==> config.mk <==
export PLATFORM = sky130hd
export DESIGN_NAME = irq_aggregator
export DESIGN_NICKNAME = d
export VERILOG_FILES = /design/src/rtl/irq_agg_pkg.sv /design/src/rtl/irq_rst_sync.sv /design/src/rtl/irq_src_cell.sv /design/src/rtl/irq_agg_regs.sv /design/src/rtl/irq_aggregator.sv
export SDC_FILE = /design/constraint.sdc
export NUM_CORES = 1
export LEC_CHECK = 0
export CORE_AREA = 3 3 130 132
export CTS_CLUSTER_DIAMETER = 40
export DETAILED_ROUTE_END_ITERATION = 16
export DIE_AREA = 0 0 133 135
export GPL_ROUTABILITY_DRIVEN = 1
export PLACE_DENSITY = 0.74
export SYNTH_ARGS = -nofsm -noshare
export SYNTH_HDL_FRONTEND = slang
export SYNTH_SLANG_ARGS = --single-unit
export TNS_END_PERCENT = 50
==> constraint.sdc <==
create_clock -name clk -period 10.8 [get_ports clk]
set_input_delay 1.08 -clock clk [delete_from_list [all_inputs] [get_ports clk]]
set_output_delay 1.08 -clock clk [all_outputs]
set_load 0.01 [all_outputs]
==> src/rtl/irq_agg_pkg.sv <==
`timescale 1ns/1ps
package irq_agg_pkg;

  typedef enum logic [1:0] {
    REG_ENABLE   = 2'd0,
    REG_STATUS   = 2'd1,
    REG_MODE     = 2'd2,
    REG_POLARITY = 2'd3
  } reg_sel_e;

  typedef enum logic [1:0] {
    SRC_FIFO = 2'd0,
    SRC_SYNC = 2'd1,
    SRC_CTRL = 2'd2
  } src_kind_e;

  // Lower half: per channel sync, tx-almost-empty, rx-almost-full, controller.
  // Upper half: FIFO flags only.
  function automatic src_kind_e kind_of(input int idx, input int nchan);
    if (idx < 4 * nchan) begin
      if (idx % 4 == 0)      return SRC_SYNC;
      else if (idx % 4 == 3) return SRC_CTRL;
      else                   return SRC_FIFO;
    end
    return SRC_FIFO;
  endfunction

endpackage

==> src/rtl/irq_rst_sync.sv <==
`timescale 1ns/1ps
module irq_rst_sync #(
  parameter int STAGES = 2
) (
  input  logic clk,
  input  logic rst_n,
  output logic rst_sync_n
);
  logic [STAGES-1:0] chain_q;

  always_ff @(posedge clk or negedge rst_n) begin
    if (!rst_n) chain_q <= '0;
    else        chain_q <= {chain_q[STAGES-2:0], 1'b1};
  end

  assign rst_sync_n = chain_q[STAGES-1];
endmodule

==> src/rtl/irq_src_cell.sv <==
`timescale 1ns/1ps
module irq_src_cell
  import irq_agg_pkg::*;
#(
  parameter src_kind_e KIND = SRC_FIFO
) (
  input  logic clk,
  input  logic rst_n,
  input  logic src_i,
  input  logic mode_i,
  input  logic pol_i,
  input  logic clr_i,
  output logic status_o
);
  logic src_q, src_d;
  logic status_q, status_d;
  logic eff_level, eff_pol;
  logic det_edge, lvl;

  // Hardware-fixed kinds override the software choice.
  always_comb begin
    eff_level = (KIND == SRC_CTRL) | ((KIND == SRC_FIFO) & mode_i);
    eff_pol   = (KIND == SRC_FIFO) & pol_i;
  end

  always_comb begin
    det_edge = eff_pol ? (~src_q & src_d) : (src_q & ~src_d);
    lvl      = src_q ^ eff_pol;
    if (eff_level)     status_d = lvl;
    else if (det_edge) status_d = 1'b1;
    else if (clr_i)    status_d = 1'b0;
    else               status_d = status_q;
  end

  always_ff @(posedge clk or negedge rst_n) begin
    if (!rst_n) begin
      src_q    <= 1'b0;
      src_d    <= 1'b0;
      status_q <= 1'b0;
    end else begin
      src_q    <= src_i;
      src_d    <= src_q;
      status_q <= status_d;
    end
  end

  assign status_o = status_q;

  AST_EDGE_WINS: assert property (@(posedge clk) disable iff (!rst_n)
    (!eff_level && det_edge) |=> status_q);

  AST_W1C_CLEAR: assert property (@(posedge clk) disable iff (!rst_n)
    (!eff_level && clr_i && !det_edge && $stable(mode_i)) |=> !status_q);

  AST_HOLD_NO_CLEAR: assert property (@(posedge clk) disable iff (!rst_n)
    (!eff_level && status_q && !clr_i && $stable(mode_i)) |=> status_q);

  generate
    if (KIND == SRC_SYNC) begin : g_sync_chk
      AST_SYNC_RISE_ONLY: assert property (@(posedge clk) disable iff (!rst_n)
        $rose(status_q) |-> $past(src_q));
    end
  endgenerate
endmodule

==> src/rtl/irq_agg_regs.sv <==
`timescale 1ns/1ps
module irq_agg_regs
  import irq_agg_pkg::*;
#(
  parameter int W = 32
) (
  input  logic         clk,
  input  logic         rst_n,
  input  logic         wr_i,
  input  logic [1:0]   addr_i,
  input  logic [W-1:0] wdata_i,
  input  logic [W-1:0] status_i,
  output logic [W-1:0] en_o,
  output logic [W-1:0] mode_o,
  output logic [W-1:0] pol_o,
  output logic [W-1:0] clr_o,
  output logic [W-1:0] rdata_o
);
  logic [W-1:0] en_q, en_d;
  logic [W-1:0] mode_q, mode_d;
  logic [W-1:0] pol_q, pol_d;
  reg_sel_e     sel;

  assign sel = reg_sel_e'(addr_i);

  always_comb begin
    en_d   = en_q;
    mode_d = mode_q;
    pol_d  = pol_q;
    clr_o  = '0;
    if (wr_i) begin
      case (sel)
        REG_ENABLE:   en_d   = wdata_i;
        REG_STATUS:   clr_o  = wdata_i;
        REG_MODE:     mode_d = wdata_i;
        REG_POLARITY: pol_d  = wdata_i;
        default:      en_d   = en_q;
      endcase
    end
  end

  always_ff @(posedge clk or negedge rst_n) begin
    if (!rst_n) begin
      en_q   <= '0;
      mode_q <= '0;
      pol_q  <= '0;
    end else begin
      en_q   <= en_d;
      mode_q <= mode_d;
      pol_q  <= pol_d;
    end
  end

  always_comb begin
    case (sel)
      REG_ENABLE:   rdata_o = en_q;
      REG_STATUS:   rdata_o = status_i;
      REG_MODE:     rdata_o = mode_q;
      REG_POLARITY: rdata_o = pol_q;
      default:      rdata_o = '0;
    endcase
  end

  assign en_o   = en_q;
  assign mode_o = mode_q;
  assign pol_o  = pol_q;

  AST_ENABLE_WRITE: assert property (@(posedge clk) disable iff (!rst_n)
    (wr_i && addr_i == 2'd0) |=> en_q == $past(wdata_i));

  AST_CFG_STABLE: assert property (@(posedge clk) disable iff (!rst_n)
    !wr_i |=> ($stable(en_q) && $stable(mode_q) && $stable(pol_q)));
endmodule

==> src/rtl/irq_aggregator.sv <==
`timescale 1ns/1ps
module irq_aggregator
  import irq_agg_pkg::*;
#(
  parameter int NUM_CHAN = 4
) (
  input  logic                    clk,
  input  logic                    rst_n,
  input  logic [8*NUM_CHAN-1:0]   src_i,
  input  logic                    reg_wr_i,
  input  logic [1:0]              reg_addr_i,
  input  logic [8*NUM_CHAN-1:0]   reg_wdata_i,
  output logic [8*NUM_CHAN-1:0]   reg_rdata_o,
  output logic                    irq_o
);
  localparam int NUM_SRC = 8 * NUM_CHAN;

  logic               rst_int_n;
  logic [NUM_SRC-1:0] en_v, mode_v, pol_v, clr_v, status_v;

  irq_rst_sync #(.STAGES(2)) u_rst_sync (
    .clk        (clk),
    .rst_n      (rst_n),
    .rst_sync_n (rst_int_n)
  );

  irq_agg_regs #(.W(NUM_SRC)) u_regs (
    .clk      (clk),
    .rst_n    (rst_int_n),
    .wr_i     (reg_wr_i),
    .addr_i   (reg_addr_i),
    .wdata_i  (reg_wdata_i),
    .status_i (status_v),
    .en_o     (en_v),
    .mode_o   (mode_v),
    .pol_o    (pol_v),
    .clr_o    (clr_v),
    .rdata_o  (reg_rdata_o)
  );

  generate
    for (genvar g = 0; g < NUM_SRC; g++) begin : g_src
      irq_src_cell #(.KIND(kind_of(g, NUM_CHAN))) u_cell (
        .clk      (clk),
        .rst_n    (rst_int_n),
        .src_i    (src_i[g]),
        .mode_i   (mode_v[g]),
        .pol_i    (pol_v[g]),
        .clr_i    (clr_v[g]),
        .status_o (status_v[g])
      );
    end
  endgenerate

  assign irq_o = |(status_v & en_v);

  // Cycles since internal reset release, saturating; used by the checks.
  logic [1:0] warm_q;
  always_ff @(posedge clk or negedge rst_int_n) begin
    if (!rst_int_n)        warm_q <= '0;
    else if (warm_q != 2'd3) warm_q <= warm_q + 2'd1;
  end

  AST_IRQ_NEEDS_ENABLE: assert property (@(posedge clk) disable iff (!rst_int_n)
    irq_o |-> (en_v != '0));

  generate
    for (genvar c = 0; c < NUM_CHAN; c++) begin : g_ctrl_chk
      AST_CTRL_LEVEL: assert property (@(posedge clk) disable iff (!rst_int_n)
        (warm_q >= 2'd2) |-> (status_v[4*c+3] == $past(src_i[4*c+3], 2)));
    end
  endgenerate
endmodule

==> results of run 1 <==
==> where the power goes <==
part / leakage [nW] / internal, mW / switching [mW] / total, mW
combinational: 1.63 / 0.219 / 0.129 / 0.347
sequential: 2.22 / 0.822 / 0.101 / 0.923
clock: 0.273 / 0.326 / 0.286 / 0.611
total: 4.12 / 1.37 / 0.516 / 1.88
==> state kept, by name, indices dropped and copies added, names as in the netlist <==
register,flops
u_regs.en_o,32
g_src.u_cell.status_o,32
u_regs.mode_o,32
g_src.u_cell.src_d,28
g_src.u_cell.lvl,8
u_regs.pol_o,32
u_rst_sync.chain_q,2
g_src.u_cell.src_q,24
==> worst min path at each step <==
stage | end | depth (start not counted) | slack [ns] | start
2_1_floorplan | g_src[11].u_cell.status_o | 0 | 0.33 | g_src[11].u_cell.lvl
3_3_place_gp | g_src[15].u_cell.status_o | 0 | 0.33 | g_src[15].u_cell.lvl
3_5_place_dp | g_src[15].u_cell.status_o | 0 | 0.34 | g_src[15].u_cell.lvl
4_1_cts | g_src[15].u_cell.status_o | 0 | 0.35 | g_src[15].u_cell.lvl
5_1_grt | g_src[15].u_cell.status_o | 0 | 0.36 | g_src[15].u_cell.lvl
6_report | g_src[15].u_cell.status_o | 0 | 0.35 | g_src[15].u_cell.lvl
==> worst max-delay path: stages <==
cell             delay (ns)
buf_2                  0.07
buf_4                  0.57
mux4_2                 0.61
clkdlybuf4s50_1        0.50
==> cell type report <==
class,count,share of cell area [%]
flip-flops and latches,190,49.27
multi-input cells,264,29.27
repair buffers,108,10.91
clock buffers,17,4.405
well taps,216,2.798
inverters,46,1.788
clock inverters,15,1.568
==> per-layer routing <==
layer | global-route usage, % | up-vias | wire length, um
li1 | - | 2140 | -
met1 | 24.51 | 2491 | 6842
met4 | 6.813 | 2 | 217
met2 | 34.71 | 105 | 9155
met3 | 5.589 | 17 | 721
met5 | 0 | - | 9
==> logic make-up after synthesis <==
logic type                share of synthesized area [%]
DFF                                               60.37
muxes                                             22.88
AOI/OAI and AO/OA                                 8.737
buffers and inverters                             3.813
and+or+nand+nor                                   2.828
xor gates and xnor gates                          1.334
other                                           0.04761
==> cells in the final DEF, fill, tap and decap left out, drive strengths merged, types with 10 or more instances in the layout <==
| cell | synthesis | layout |
|---|---|---|
| dfrtp | 190 | 190 |
| clkdlybuf4s50 | 0 | 99 |
| clkbuf | 3 | 17 |
| nor2b | 18 | 18 |
| nand2 | 10 | 10 |
| inv | 46 | 53 |
| mux2 | 96 | 96 |
| xor2 | 12 | 12 |
| o211ai | 18 | 18 |
| a211o | 24 | 24 |
| a22oi | 16 | 16 |
| mux4 | 32 | 32 |
| o311ai | 18 | 18 |
==> through the flow <==
| stage | total power [mW] | instances | setup slack, ns | utilization (%) |
|---|---|---|---|---|
| 3_5_place_dp | 1.289 | 824 | 6.819 | 57.38 |
| 4_1_cts | 1.904 | 856 | 6.812 | 61.02 |
| 6_report | 1.882 | 856 | 6.876 | 61.02 |
| 3_3_place_gp | 1.271 | 824 | 6.864 | 57.38 |
| 5_1_grt | 1.980 | 856 | 6.736 | 61.02 |
| 2_1_floorplan | 1.124 | 520 | 5.114 | - |
==> impl_metrics.json, run 1 <==
{
  "final.min_clock_period_ns": 3.924,
  "synth.yosys.warnings": 0,
  "post_synth_instance_area_mm2": 0.007876,
  "seq_area_frac_synth_pct": 60.37,
  "multi_input_comb_area_mm2": 0.002826,
  "max-clock-path-buffers": 2,
  "chipHeight_um": 135,
  "vias": 4755,
  "finalWirelength_um": 16950,
  "synth_area_per_cell_um2": 15.15,
  "diodes": 0,
  "drt-pass1-iter-count": 4,
  "worst_skew_pair.late_latency_ns": 0.43,
  "cts.repair.resized": 0,
  "die_w_um": 133,
  "mappedNetlistNets": 589,
  "crit-reg2reg-capture": "u_regs.en_o[5]",
  "post_route_cells_drive_above_1_share_pct": 26.25,
  "initial_core_util_pct": 49.76,
  "worst_slew_pin_slew_ns": 1.027,
  "timing_max_transition_violations_final": 0,
  "final_hold_viol_count": 0,
  "pin_count": 102,
  "startpoint_type": "primary input",
  "drt_iter0_drc": 254,
  "post_detailed_placement_cell_area_mm2": 0.009081,
  "grt_antenna_before_repair": 1,
  "wire_per_inst_um": 19.80,
  "post-dp-hpwl_um": 11340,
  "path_max_fanout": 36,
  "pin_count_of_the_biggest_net_entering_global_routing": 86,
  "clock_tree_from_tritoncts": "yes",
  "power_density_over_the_cells_mw_per_mm2": 194.9,
  "synth.top_cells.by_area": "dfrtp_1 60%, mux2_2 13%, mux4_2 9.2%",
  "reg2reg_slack_ns": 8.93,
  "crit_type": "in -> out",
  "critical_path.reg2reg.startpoint": "u_rst_sync.chain_q[1]",
  "ant_nets": 0,
  "most_area_hungry_cell_type_in_the_yosys_netlist": "dfrtp_1",
  "synth_top_flop_cell": "dfrtp_1",
  "final-seq-area_mm2": 0.004758,
  "synthesis_to_finish_area_growth_pct": 22.62,
  "ir_worst_vdd_v": 0.0001464,
  "outcome": "complete, no violations",
  "rows": 46,
  "ff2ff_path_depth": 1,
  "rsz0062_at_grt": "no",
  "setup_tns_ns": 0,
  "cts-buffers-inserted": 17,
  "cp.required_ns": 9.72,
  "timing.hold.worst.class": "reg -> reg",
  "ys_seq_elements": 190,
  "worst_setup_hold_path_clk_slew_ns": 0.07,
  "slew-limit-headroom_pct": 31.54,
  "first_global_vias": 5133,
  "crit_path_end_kind": "primary output",
  "final.period_utilization_pct": 36.33,
  "cts_max_level": 4,
  "fillerInstances": 1242,
  "ctsRootBufferMaster": "clkbuf_16",
  "leakagePower_nw": 4.121,
  "num-nets-final": 696,
  "synth.distinct_cells": 26,
  "synth_top_area_share_pct": 60.37,
  "setup_violations": 0,
  "cts_setup_buffers": 0,
  "clock_sinks": 190,
  "place_congestion": 0.8141,
  "first_pass_grt_wire_length_um": 27590,
  "timing.critical_path.arrival_ns": 2.84,
  "drv_cap": 0,
  "placeableCoreArea_mm2": 0.01583,
  "postSynth.asyncResetShare_pct": 100.0,
  "groute.usage.overall_pct": 20.10,
  "worst_hold_margin_ns": 0.3507,
  "portBuffers": 101,
  "critPathLaunch": "reg_addr_i[0]",
  "floorplan.die_area_mm2": 0.01796,
  "synth.most_common_cell": "dfrtp_1",
  "finish.instance_area_mm2": 0.009658,
  "critical_path.endpoint": "reg_rdata_o[8]",
  "synth-edff-count": 0,
  "worst_skew_ns": 0.009405,
  "post_synth_inst_count": 520,
  "post_synth_top_cells": "190 x dfrtp_1, 92 x mux2_2, 46 x inv_1",
  "viasPerCell": 5.555,
  "cts_hold_repair.buffers": 0,
  "globalRouteOverflowTotal": 0,
  "max_freq_mhz": 254.9,
  "detail_route.drc_violations": 0
}
(Power assumes the default switching activity.)
==> run 2: changes to the inputs <==
PLACE_DENSITY = 0.77   (was 0.74)
clock period = 3.6 ns   (was 10.8 ns; I/O delays follow)
==> run 2 against run 1 <==
Against the previous run:
- first-iteration DRC count grew 17%
- clock skew increased by 0.00090 ns
- non-clock buffer count is 2 higher
- combinational power grew to 3.1 times the previous value
- register-to-register slack worse by 6.6 ns
- sequential share of layout area down 0.24 points
- worst hold slack got worse by 0.27 ns
- sequential cell count unchanged
- critical path depth stayed put
- cell count is 0.23% higher
- critical endpoint is now reg_rdata_o[31]
- largest power group unchanged
==> impl_metrics.json, run 2 (synthesized netlist as in run 1, its figures left out) <==
{
  "critical_path.reg2reg.startpoint": "u_rst_sync.chain_q[1]",
  "cts_hold_repair.buffers": 0,
  "setup_violations": 0,
  "critPathSlowestCell": "buf_2",
  "portBuffers": 101,
  "cpPeakStageDelay_ns": 0.56,
  "post-dp-hpwl_um": 11190,
  "leakagePower_nw": 4.152,
  "initial_core_util_pct": 49.76,
  "wire_per_inst_um": 19.71,
  "floorplan.die_area_mm2": 0.01796,
  "first_global_vias": 5146,
  "crit_type": "in -> out",
  "detail_route.drc_violations": 0,
  "pin_count_of_the_biggest_net_entering_global_routing": 189,
  "synthesis_to_finish_area_growth_pct": 23.21,
  "grt_util_met1_pct": 24.52,
  "path_max_fanout": 21,
  "layout.cells.most_common": "dfrtp_1",
  "drv_cap": 0,
  "placeableCoreArea_mm2": 0.01583,
  "cp.required_ns": 3.24,
  "timing_max_transition_violations_final": 0,
  "post_route_cells_drive_above_1_share_pct": 26.32,
  "place_congestion": 0.8068,
  "ordered_cell_list_for_the_critical_path": "buf_2 > buf_4 > mux4_2 > clkdlybuf4s50_1",
  "finalWirelength_um": 16910,
  "outcome": "complete, no violations",
  "final.period_utilization_pct": 77.18,
  "globalRouteOverflowTotal": 0,
  "ir_worst_vdd_v": 0.0003493,
  "ant_nets": 0,
  "worst_skew_pair.late_latency_ns": 0.43,
  "slew-limit-headroom_pct": 26.75,
  "max_freq_mhz": 359.9,
  "first_pass_grt_wire_length_um": 27320,
  "rows": 46,
  "final.min_clock_period_ns": 2.779,
  "max-clock-path-buffers": 2,
  "most-common-layout-cells": "189 x dfrtp_1, 99 x clkdlybuf4s50_1, 92 x mux2_2, 46 x inv_1, 32 x mux4_2",
  "diodes": 0,
  "startpoint_type": "primary input",
  "critPathLaunch": "reg_addr_i[0]",
  "finish.cell_count_without_fillers": 858,
  "global_route.peak_usage_layer": "met2",
  "timing.critical_path.arrival_ns": 2.42,
  "cts_setup_buffers": 0,
  "setup_tns_ns": 0,
  "worst_setup_hold_path_clk_slew_ns": 0.07,
  "num-nets-final": 698,
  "power_density_over_the_cells_mw_per_mm2": 590.7,
  "pin_count": 102,
  "worst_skew_ns": 0.01031,
  "global_route.usage.met2_pct": 32.65,
  "placed_cells": 826,
  "globalRouteMet3Util_pct": 6.334,
  "rsz0062_at_grt": "no",
  "clock_sinks": 190,
  "reg2reg_slack_ns": 2.29,
  "drt_iter0_drc": 297,
  "viasPerCell": 5.600,
  "cts_max_level": 4,
  "final_hold_viol_count": 0,
  "clock_tree_from_tritoncts": "yes",
  "chipHeight_um": 135,
  "timing.hold.worst.class": "in -> async",
  "crit_path_end_kind": "primary output",
  "ff2ff_path_depth": 1,
  "drt-pass1-iter-count": 4,
  "fillerInstances": 1174,
  "groute.usage.overall_pct": 19.67,
  "grt_antenna_before_repair": 2,
  "ctsRootBufferMaster": "clkbuf_16",
  "die_w_um": 133,
  "vias": 4805,
  "worst_slew_pin_slew_ns": 1.099,
  "cts.repair.resized": 0,
  "cts-buffers-inserted": 17
}
==> run 2: per-layer routing <==
metal / part of all wire [%] / up-vias / wire length (um)
met5: 0.15 / - / 26
met4: 1.7 / 4 / 290
met3: 5.0 / 21 / 839
met2: 51 / 111 / 8691
met1: 42 / 2529 / 7063
li1: - / 2140 / -
==> run 2: final cells by class <==
cell class,instances,area [um2],area share [%]
Clock inverter,14,166.4,1.715
Inverter,46,172.7,1.779
Clock buffer,18,429.2,4.422
Sequential cell,190,4758,49.03
Tap cell,216,270.3,2.785
Timing Repair Buffer,110,1081,11.14
Multi-Input combinational cell,264,2826,29.13
==> run 2: worst paths after layout <==
check,endpoint
worst max-delay path,reg_rdata_o[31]
worst min-delay path,u_rst_sync.chain_q[1]
worst max register to register,g_src[19].u_cell.src_q
min in group clk,u_rst_sync.chain_q[1]
max in group asynchronous,g_src[19].u_cell.src_q
worst min register to register,u_rst_sync.chain_q[1]
==> run 2: metrics by stage <==
step | cell area (um2) | util (%) | total power [mW] | hold WS [ns] | setup slack [ns]
2_1_floorplan | 7878 | - | 3.372 | 0.06441 | 0.4664
3_3_place_gp | 9109 | 57.55 | 3.801 | 0.3327 | 0.8105
3_5_place_dp | 9109 | 57.55 | 3.870 | 0.3404 | 0.7768
4_1_cts | 9704 | 61.31 | 5.787 | 0.07057 | 0.7784
5_1_grt | 9704 | 61.31 | 6.011 | 0.07094 | 0.6522
6_report | 9704 | 61.31 | 5.733 | 0.08125 | 0.8215
==> run 2: worst max-delay path, delay by kind of cell <==
family                 cells  cell delay [ns]
buffers and inverters      3             1.49
multiplexers               1             0.56
==> run 2: report_power, final <==
part | internal [mW] | switching, mW
registers | 2.47 | 0.288
clock network | 1.05 | 0.860
logic | 0.660 | 0.409
